$ cat src/rtl/seq_pkg.sv
package seq_pkg;

  typedef enum logic [2:0] {
    CL_NONE  = 3'd0,
    CL_REG   = 3'd1,
    CL_RD    = 3'd2,
    CL_WR    = 3'd3,
    CL_JUMP  = 3'd4,
    CL_LCOND = 3'd5,
    CL_LUNC  = 3'd6,
    CL_SPARE = 3'd7
  } instClass_e;

  typedef enum logic [3:0] {
    S_START, S_DECODE, S_ADDR_RD, S_ADDR_WR, S_BRANCH,
    S_LJMP, S_LCALL, S_SKIP,
    S_T2_NEXT, S_T2_STORE, S_T2_READ, S_T2_WRITE, S_T2_ABS
  } seqState_e;

  // control -> datapath
  typedef struct packed {
    logic loadInst;
    logic loadData;
    logic decr;
  } waitCtl_t;

  // control -> outputs
  typedef struct packed {
    logic decode;
    logic pcIncr;
    logic takeNmi;
    logic takeIrq;
    logic addrLatch;
    logic store;
    logic rd;
    logic wr;
    logic prefetch;
    logic branch;
    logic ljmp;
    logic lcall;
    logic skip;
  } seqStrobes_t;

endpackage

$ cat src/rtl/seq_waitpath.sv
module seq_waitpath
  import seq_pkg::*;
#(
  parameter int DATA_WAIT_W = 3,
  parameter int INST_WAIT_W = 2
) (
  input  logic                               clk,
  input  logic                               rstN,
  input  logic [DATA_WAIT_W+INST_WAIT_W-1:0] waitCfg,
  input  waitCtl_t                           ctl,
  output logic                               waitZero
);

  localparam int CNT_W = (DATA_WAIT_W > INST_WAIT_W) ? DATA_WAIT_W : INST_WAIT_W;

  logic [INST_WAIT_W-1:0] instField;
  logic [DATA_WAIT_W-1:0] dataField;
  logic [CNT_W-1:0]       instWait;
  logic [CNT_W-1:0]       dataExt;
  logic [CNT_W-1:0]       instLess;
  logic [CNT_W-1:0]       dataWait;
  logic [CNT_W-1:0]       waitCnt;

  assign instField = waitCfg[DATA_WAIT_W +: INST_WAIT_W];
  assign dataField = waitCfg[DATA_WAIT_W-1:0];
  assign instWait  = CNT_W'(instField);
  assign dataExt   = CNT_W'(dataField);
  assign instLess  = instWait - CNT_W'(1);

  // memory access: larger of data wait and (instruction wait - 1)
  always_comb begin
    if (instField == '0 || dataExt >= instLess) dataWait = dataExt;
    else                                        dataWait = instLess;
  end

  always_ff @(posedge clk) begin
    if (!rstN)                          waitCnt <= '0;
    else if (ctl.loadInst)              waitCnt <= instWait;
    else if (ctl.loadData)              waitCnt <= dataWait;
    else if (ctl.decr && waitCnt != '0) waitCnt <= waitCnt - CNT_W'(1);
  end

  assign waitZero = (waitCnt == '0);

endmodule

$ cat src/rtl/seq_control.sv
module seq_control
  import seq_pkg::*;
(
  input  logic        clk,
  input  logic        rstN,
  input  logic [2:0]  instClass,
  input  logic        nmiPending,
  input  logic        irqRequest,
  input  logic        irqEnable,
  input  logic        testBit,
  input  logic        testPolarity,
  input  logic        longIsCall,
  input  logic        waitZero,
  output waitCtl_t    ctl,
  output seqStrobes_t stb
);

  seqState_e  state, nextState;
  instClass_e cls;
  logic       heldUncond, heldPol, heldCall;
  logic       capture;

  assign cls = instClass_e'(instClass);

  always_comb begin
    nextState = state;
    ctl       = '0;
    stb       = '0;
    capture   = 1'b0;
    unique case (state)
      S_START: begin
        ctl.loadInst = 1'b1;
        nextState    = S_T2_NEXT;
      end
      S_DECODE: begin
        stb.decode = 1'b1;
        if (nmiPending) begin
          stb.takeNmi  = 1'b1;
          ctl.loadInst = 1'b1;
          nextState    = S_T2_NEXT;
        end else if (irqRequest && irqEnable) begin
          stb.takeIrq  = 1'b1;
          ctl.loadInst = 1'b1;
          nextState    = S_T2_NEXT;
        end else begin
          stb.pcIncr = 1'b1;
          capture    = 1'b1;
          unique case (cls)
            CL_REG:   begin ctl.loadInst = 1'b1; nextState = S_T2_STORE; end
            CL_RD:    nextState = S_ADDR_RD;
            CL_WR:    nextState = S_ADDR_WR;
            CL_JUMP:  nextState = S_BRANCH;
            CL_LCOND,
            CL_LUNC:  begin ctl.loadInst = 1'b1; nextState = S_T2_ABS; end
            default:  begin ctl.loadInst = 1'b1; nextState = S_T2_NEXT; end
          endcase
        end
      end
      S_ADDR_RD: begin
        stb.addrLatch = 1'b1;
        ctl.loadData  = 1'b1;
        nextState     = S_T2_READ;
      end
      S_ADDR_WR: begin
        stb.addrLatch = 1'b1;
        ctl.loadData  = 1'b1;
        nextState     = S_T2_WRITE;
      end
      S_BRANCH: begin
        stb.branch   = 1'b1;
        ctl.loadInst = 1'b1;
        nextState    = S_T2_NEXT;
      end
      S_LJMP: begin
        stb.ljmp     = 1'b1;
        ctl.loadInst = 1'b1;
        nextState    = S_T2_NEXT;
      end
      S_LCALL: begin
        stb.lcall    = 1'b1;
        ctl.loadInst = 1'b1;
        nextState    = S_T2_NEXT;
      end
      S_SKIP: begin
        stb.skip     = 1'b1;
        ctl.loadInst = 1'b1;
        nextState    = S_T2_NEXT;
      end
      S_T2_NEXT, S_T2_STORE, S_T2_READ, S_T2_WRITE, S_T2_ABS: begin
        if (!waitZero) begin
          ctl.decr = 1'b1;
        end else begin
          stb.prefetch = 1'b1;
          nextState    = S_DECODE;
          unique case (state)
            S_T2_STORE: stb.store = 1'b1;
            S_T2_READ:  stb.rd    = 1'b1;
            S_T2_WRITE: stb.wr    = 1'b1;
            S_T2_ABS: begin
              if (heldUncond || testBit == heldPol)
                nextState = heldCall ? S_LCALL : S_LJMP;
              else
                nextState = S_SKIP;
            end
            default: ;
          endcase
        end
      end
      default: nextState = S_START;
    endcase
  end

  always_ff @(posedge clk) begin
    if (!rstN) begin
      state      <= S_START;
      heldUncond <= 1'b0;
      heldPol    <= 1'b0;
      heldCall   <= 1'b0;
    end else begin
      state <= nextState;
      if (capture) begin
        heldUncond <= (cls == CL_LUNC);
        heldPol    <= testPolarity;
        heldCall   <= longIsCall;
      end
    end
  end

endmodule

$ cat src/rtl/instr_cycle_seq.sv
module instr_cycle_seq
  import seq_pkg::*;
#(
  parameter int DATA_WAIT_W = 3,
  parameter int INST_WAIT_W = 2
) (
  input  logic                               clk,
  input  logic                               rstN,
  input  logic [2:0]                         instClass,
  input  logic                               nmiPending,
  input  logic                               irqRequest,
  input  logic                               irqEnable,
  input  logic [DATA_WAIT_W+INST_WAIT_W-1:0] waitCfg,
  input  logic                               testBit,
  input  logic                               testPolarity,
  input  logic                               longIsCall,
  output logic                               decodeStb,
  output logic                               pcIncr,
  output logic                               takeNmi,
  output logic                               takeIrq,
  output logic                               addrLatch,
  output logic                               storeRes,
  output logic                               memRead,
  output logic                               memWrite,
  output logic                               prefetch,
  output logic                               branchStb,
  output logic                               longJump,
  output logic                               longCallStb,
  output logic                               skipWord
);

  waitCtl_t    ctl;
  seqStrobes_t stb;
  logic        waitZero;

  seq_control u_ctrl (
    .clk          (clk),
    .rstN         (rstN),
    .instClass    (instClass),
    .nmiPending   (nmiPending),
    .irqRequest   (irqRequest),
    .irqEnable    (irqEnable),
    .testBit      (testBit),
    .testPolarity (testPolarity),
    .longIsCall   (longIsCall),
    .waitZero     (waitZero),
    .ctl          (ctl),
    .stb          (stb)
  );

  seq_waitpath #(
    .DATA_WAIT_W (DATA_WAIT_W),
    .INST_WAIT_W (INST_WAIT_W)
  ) u_wait (
    .clk      (clk),
    .rstN     (rstN),
    .waitCfg  (waitCfg),
    .ctl      (ctl),
    .waitZero (waitZero)
  );

  assign decodeStb   = stb.decode;
  assign pcIncr      = stb.pcIncr;
  assign takeNmi     = stb.takeNmi;
  assign takeIrq     = stb.takeIrq;
  assign addrLatch   = stb.addrLatch;
  assign storeRes    = stb.store;
  assign memRead     = stb.rd;
  assign memWrite    = stb.wr;
  assign prefetch    = stb.prefetch;
  assign branchStb   = stb.branch;
  assign longJump    = stb.ljmp;
  assign longCallStb = stb.lcall;
  assign skipWord    = stb.skip;

endmodule

$ cat config.mk
export PLATFORM = sky130hd
export DESIGN_NAME = instr_cycle_seq
export DESIGN_NICKNAME = d
export VERILOG_FILES = /design/src/rtl/seq_pkg.sv /design/src/rtl/seq_waitpath.sv /design/src/rtl/seq_control.sv /design/src/rtl/instr_cycle_seq.sv
export SDC_FILE = /design/constraint.sdc
export NUM_CORES = 1
export LEC_CHECK = 0
export ABC_AREA = 1
export BUFFER_PORTS_ARGS = -buffer_cell sky130_fd_sc_hd__buf_2
export CAP_MARGIN = 10
export CORE_MARGIN = 1
export CORE_UTILIZATION = 45
export CTS_CLUSTER_DIAMETER = 150
export DETAILED_ROUTE_END_ITERATION = 10
export PLACE_DENSITY = 0.76
export SYNTH_ARGS = -nofsm -noshare
export SYNTH_HDL_FRONTEND = slang
export SYNTH_HIERARCHICAL = 1
export SYNTH_SLANG_ARGS = --single-unit
$ cat constraint.sdc
create_clock -name clk -period 1.7 [get_ports clk]
set_clock_uncertainty 0.15 [all_clocks]
set_input_delay 0.085 -clock clk [delete_from_list [all_inputs] [get_ports clk]]
set_output_delay 0.085 -clock clk [all_outputs]
set_load 0.005 [all_outputs]
# == Yosys cells after proc, flatten, opt, wreduce, memory -nomap -nowiden ==
# Index checks and enable logic that the tools add are counted.
# op_classes
add_sub_neg,2
n_mul,0
div_mod_pow,0
n_lt_le_gt_ge,1
eq_ne,20
shift,0
n_mux,35
n_bitwise,1
n_reduce_logical,16
# op_table
op,count
$pmux 4 s5,2
$mux 4,8
$eq 4x4->1 const B,5
$mux 1,19
$eq 4x3->1 const B,4
$reduce_or 5->1,2
$eq 3x3->1 const B,3
$mux 3,3
$eq 4x2->1 const B,2
$eq 3x2->1 const B,2
$reduce_bool 3->1,2
$reduce_or 2->1,3
$eq 4x1->1 const B,1
$logic_not 4->1,1
$mux 2,2
$eq 3x1->1 const B,1
$ge 3x3->1,1
$logic_not 3->1,1
$reduce_or 3->1,1
$sub 2x1->3 const B,1
$sub 3x1->3 const B,1
$logic_and 1x1->1,2
$logic_not 2->1,1
$logic_or 1x1->1,2
other kinds (5),5
# word_totals
regBits,10
latchBits,0
ram_bits,0
mem_bits_ro,0
in_bits,16
output_inout_bits,13
wordCells,81
n_memories,0

# == Longest topological paths before layout ==
# depth
depth_word,7
depth_mapped,13

# == Hierarchy ==
# Netlist, hierarchy kept.
# modules_own_cells
module,instances,cells_each,area_per_inst_um2,seq_area_each_um2
seq_control,1,96,546.8,140.1
seq_waitpath,1,56,357.8,60.1

# == Worst setup path before layout ==
# Ideal clock, no wire load.
# synth_timing
path_type,register to register
start,register u_wait.waitCnt[0]
end,register u_wait.waitCnt[0]
setup_time_ns,0.066
arrival_ns,1.525
required_ns,1.484
path_slack_ns,-0.041
stages_incl_launch_ff,13
path_buffers,0
cell_sequence,dfxtp_1 -> inv_1 -> ha_1 -> ha_1 -> inv_1 -> nand2_2 -> inv_1 -> inv_2 -> o21ai_2 -> nor2_4 -> a21oi_2 -> nand2_1 -> a21oi_2
# synth_rtl
element,line,source
"start, declared",seq_waitpath.sv:22,logic [CNT_W-1:0] waitCnt;
"start signal, assigned",seq_waitpath.sv:38,else if (ctl.loadInst) waitCnt <= instWait;
"start signal, assigned",seq_waitpath.sv:39,else if (ctl.loadData) waitCnt <= dataWait;
"start signal, assigned",seq_waitpath.sv:40,else if (ctl.decr && waitCnt != '0) waitCnt <= waitCnt - CNT_W'(1);

==> out/results.ini <==
[min_path]
hp-class = input port to flip-flop
holdPathEnd = u_wait/waitCnt[1]$_SDFFE_PN0P_
min_path_cells = 5
hp-start = waitCfg[4]

[synthesis]
synth-compound-area-share_pct = 16.3
synth_cells = 152
synthXorXnorAreaFrac_pct = 0
syn-cell-area_um2 = 905
synth_warnings = 6
yosysSeqAreaShare_pct = 22.1
syn_nets = 174
yosys.area_share.adder_pct = 8.30
yosys.area_share.simple_pct = 36.7
synth_top_family_by_area = simple AND/OR/NAND/NOR gates
syn_area_per_cell_um2 = 5.95
ys_ff_latch = 10
ys_types = 20
synth_mux_area_share_pct = 0

[finish]
fillers = 163
multi_input_area_um2 = 614
final_util_pct = 73.3
final_common_cell = nand2_1
drive_gt1_share_pct = 40.0
diodes = 0
area_growth_pct = 45.9
seqCellArea_um2 = 205
fin_area_um2 = 1320
nets = 223
final_cells = 225
final_cell_mix = nand2_1, buf_2, inv_1

[critical_path]
cp.required_ps = 1750
path_cells = inv_2 -> ha_4 -> ha_4 -> inv_2 -> nand2_2 -> inv_2 -> inv_2 -> o21ai_4 -> nor2_4 -> a21oi_2 -> nand2_1 -> a21oi_2
timing.rr.end = u_wait/waitCnt[1]$_SDFFE_PN0P_
crit_top_cell = inv_2
r2r_cells = 12
r2r_slack_ps = 60
crit-reg2reg-launch = u_wait/waitCnt[0]$_SDFFE_PN0P_
cp-start-kind = flip-flop
worst_ep_arrival_time_ps = 1700
crit_path_end_kind = flip-flop
crit_fanout = 4
cp_slowest_cell = dfxtp_2
critPathMaxStageDelay_ps = 330
path_class = flip-flop to flip-flop

[clock_network]
cts-htree-levels = 1
numCtsBuffers = 3
clockBufferDepth = 2
cts_tree = yes
clock_latency_ps = 270
cts_sinks = 10
ctsRootBufferMaster = clkbuf_4
path_clk_slew_ps = 70

[sta]
fmax_ghz = 0.609
rsz0062_at_grt = yes
tightest_slew_ps = 297
hold_viol = 0
relSlewSlack_pct = 80.0
finalCritPeriodShare_pct = 96.6
finalMaxSlewViolations = 0
finalCriticalPeriod_ps = 1640
setup_viol = 0
setup_ws_ps = 58.1

[placement]
dp_slack_ps = -27.1
dp_cells = 210
gp_congestion = 0.813
dp_hpwl_um = 1610
io_buffers = 28
placed_cell_area_um2 = 1120

[grt]
track_usage_pct = 21.8
grt_max_degree = 7
grt_pass1_wl_um = 3460
overflow = 0
grt_pass1_vias = 907
grt_antenna_before_repair = 0

[detailed_routing]
wirelength_um = 2270
drtIter0Drc = 37
ant_nets = 0
vias = 1062
dr.pass1.iters = 4
via_per_inst = 4.72
wire_per_inst_um = 10.1
drc = 0

[die]
dieWidth_um = 46.8
die_h_um = 46.8
die_area_um2 = 2190
io_pins = 29
placementRows = 15
coreArea_um2 = 1800
start_util_pct = 50.2

[power_and_ir_drop]
vdd_drop_max_mv = 0.832
p_per_area_nw_per_um2 = 979
power.total_mw = 1.29
p_leak_nw = 0.697

[job]
maxCapViolCount = 0

[outcome]
status = complete, no violations

## report_power, final
part	switching, mW	total, mW	internal (mW)	leakage (nW)
sequential	0.0323	0.317	0.285	0.0829
clock	0.0874	0.218	0.130	0.0210
combinational	0.419	0.757	0.338	0.594
## layout make-up
type	instances	share of cell area (%)
Sequential cell	10	15.5
Tap cell	25	2.37
Inverter	36	10.2
Multi-Input combinational cell	104	46.5
Clock buffer	4	2.75
Timing Repair Buffer	46	22.6
## critical path: cells and delay by family (launching register included)
family                     cells  cell delay, ps
and+or+nand+nor                3             200
DFF                            1             330
buffers and inverters          4             210
adders and majority gates      2             320
AOI/OAI and AO/OA              3             380
## kinds of logic after synthesis
group / after synthesis
AOI/OAI and AO/OA: 22
adders and majority gates: 6
buffers and inverters: 38
DFF: 10
and+or+nand+nor: 76
## synth_stat cells (all sizes together)
library cell	count	area [um^2]
nor3	1	5.00
ha	6	75.1
nand2	41	166
o21ai	7	38.8
a31oi	1	6.26
dfxtp	10	200
nor2	21	93.8
inv	36	135
buf	2	15.0
nand4	1	6.26
a21oi	13	95.1
nand3	12	60.1
o21a	1	7.51
## sequential cells by signal (all words and copies together), names as in the netlist
name,count
u_wait/waitCnt,3
u_ctrl/state,4
u_ctrl/heldPol,1
u_ctrl/heldUncond,1
u_ctrl/heldCall,1
## worst max path at each step
stage,startpoint,endpoint,slack (ps),depth (start not counted)
floorplan,u_wait/waitCnt[0]$_SDFFE_PN0P_,u_wait/waitCnt[0]$_SDFFE_PN0P_,20,12
global placement,u_wait/waitCnt[0]$_SDFFE_PN0P_,u_wait/waitCnt[1]$_SDFFE_PN0P_,40,12
detailed placement,u_wait/waitCnt[0]$_SDFFE_PN0P_,u_wait/waitCnt[0]$_SDFFE_PN0P_,-30,12
CTS,u_wait/waitCnt[0]$_SDFFE_PN0P_,u_wait/waitCnt[0]$_SDFFE_PN0P_,-0.5,12
global route,u_wait/waitCnt[0]$_SDFFE_PN0P_,u_wait/waitCnt[1]$_SDFFE_PN0P_,-40,12
finish,u_wait/waitCnt[0]$_SDFFE_PN0P_,u_wait/waitCnt[1]$_SDFFE_PN0P_,60,12
## through the flow
stage	setup TNS [ps]	hold WS (ps)
floorplan	0	32.6
global placement	0	218
global route	-40.3	85.9
detailed placement	-45.2	222
CTS	-0.472	50.8
finish	0	49.8
## metal layers
| metal | vias up | track usage (%) | wire length [um] |
|---|---|---|---|
| li1 | 563 | - | - |
| met1 | 458 | 24.9 | 1040 |
| met2 | 35 | 39.7 | 1090 |
| met3 | 6 | 3.85 | 89 |
| met4 | 0 | 9.14 | 43 |
| met5 | - | 0 | 0 |
## timing repair
item / in CTS / in global routing
gates resized for setup: 2 / 14
buffers inserted: 3 / 0
hold buffers: 8 / 0
setup endpoints to repair: 5 / 9
endpoints found under the hold margin: 8 / 0
pin swaps: 3 / 8
Note: power is estimated with default switching activity, not from simulation.
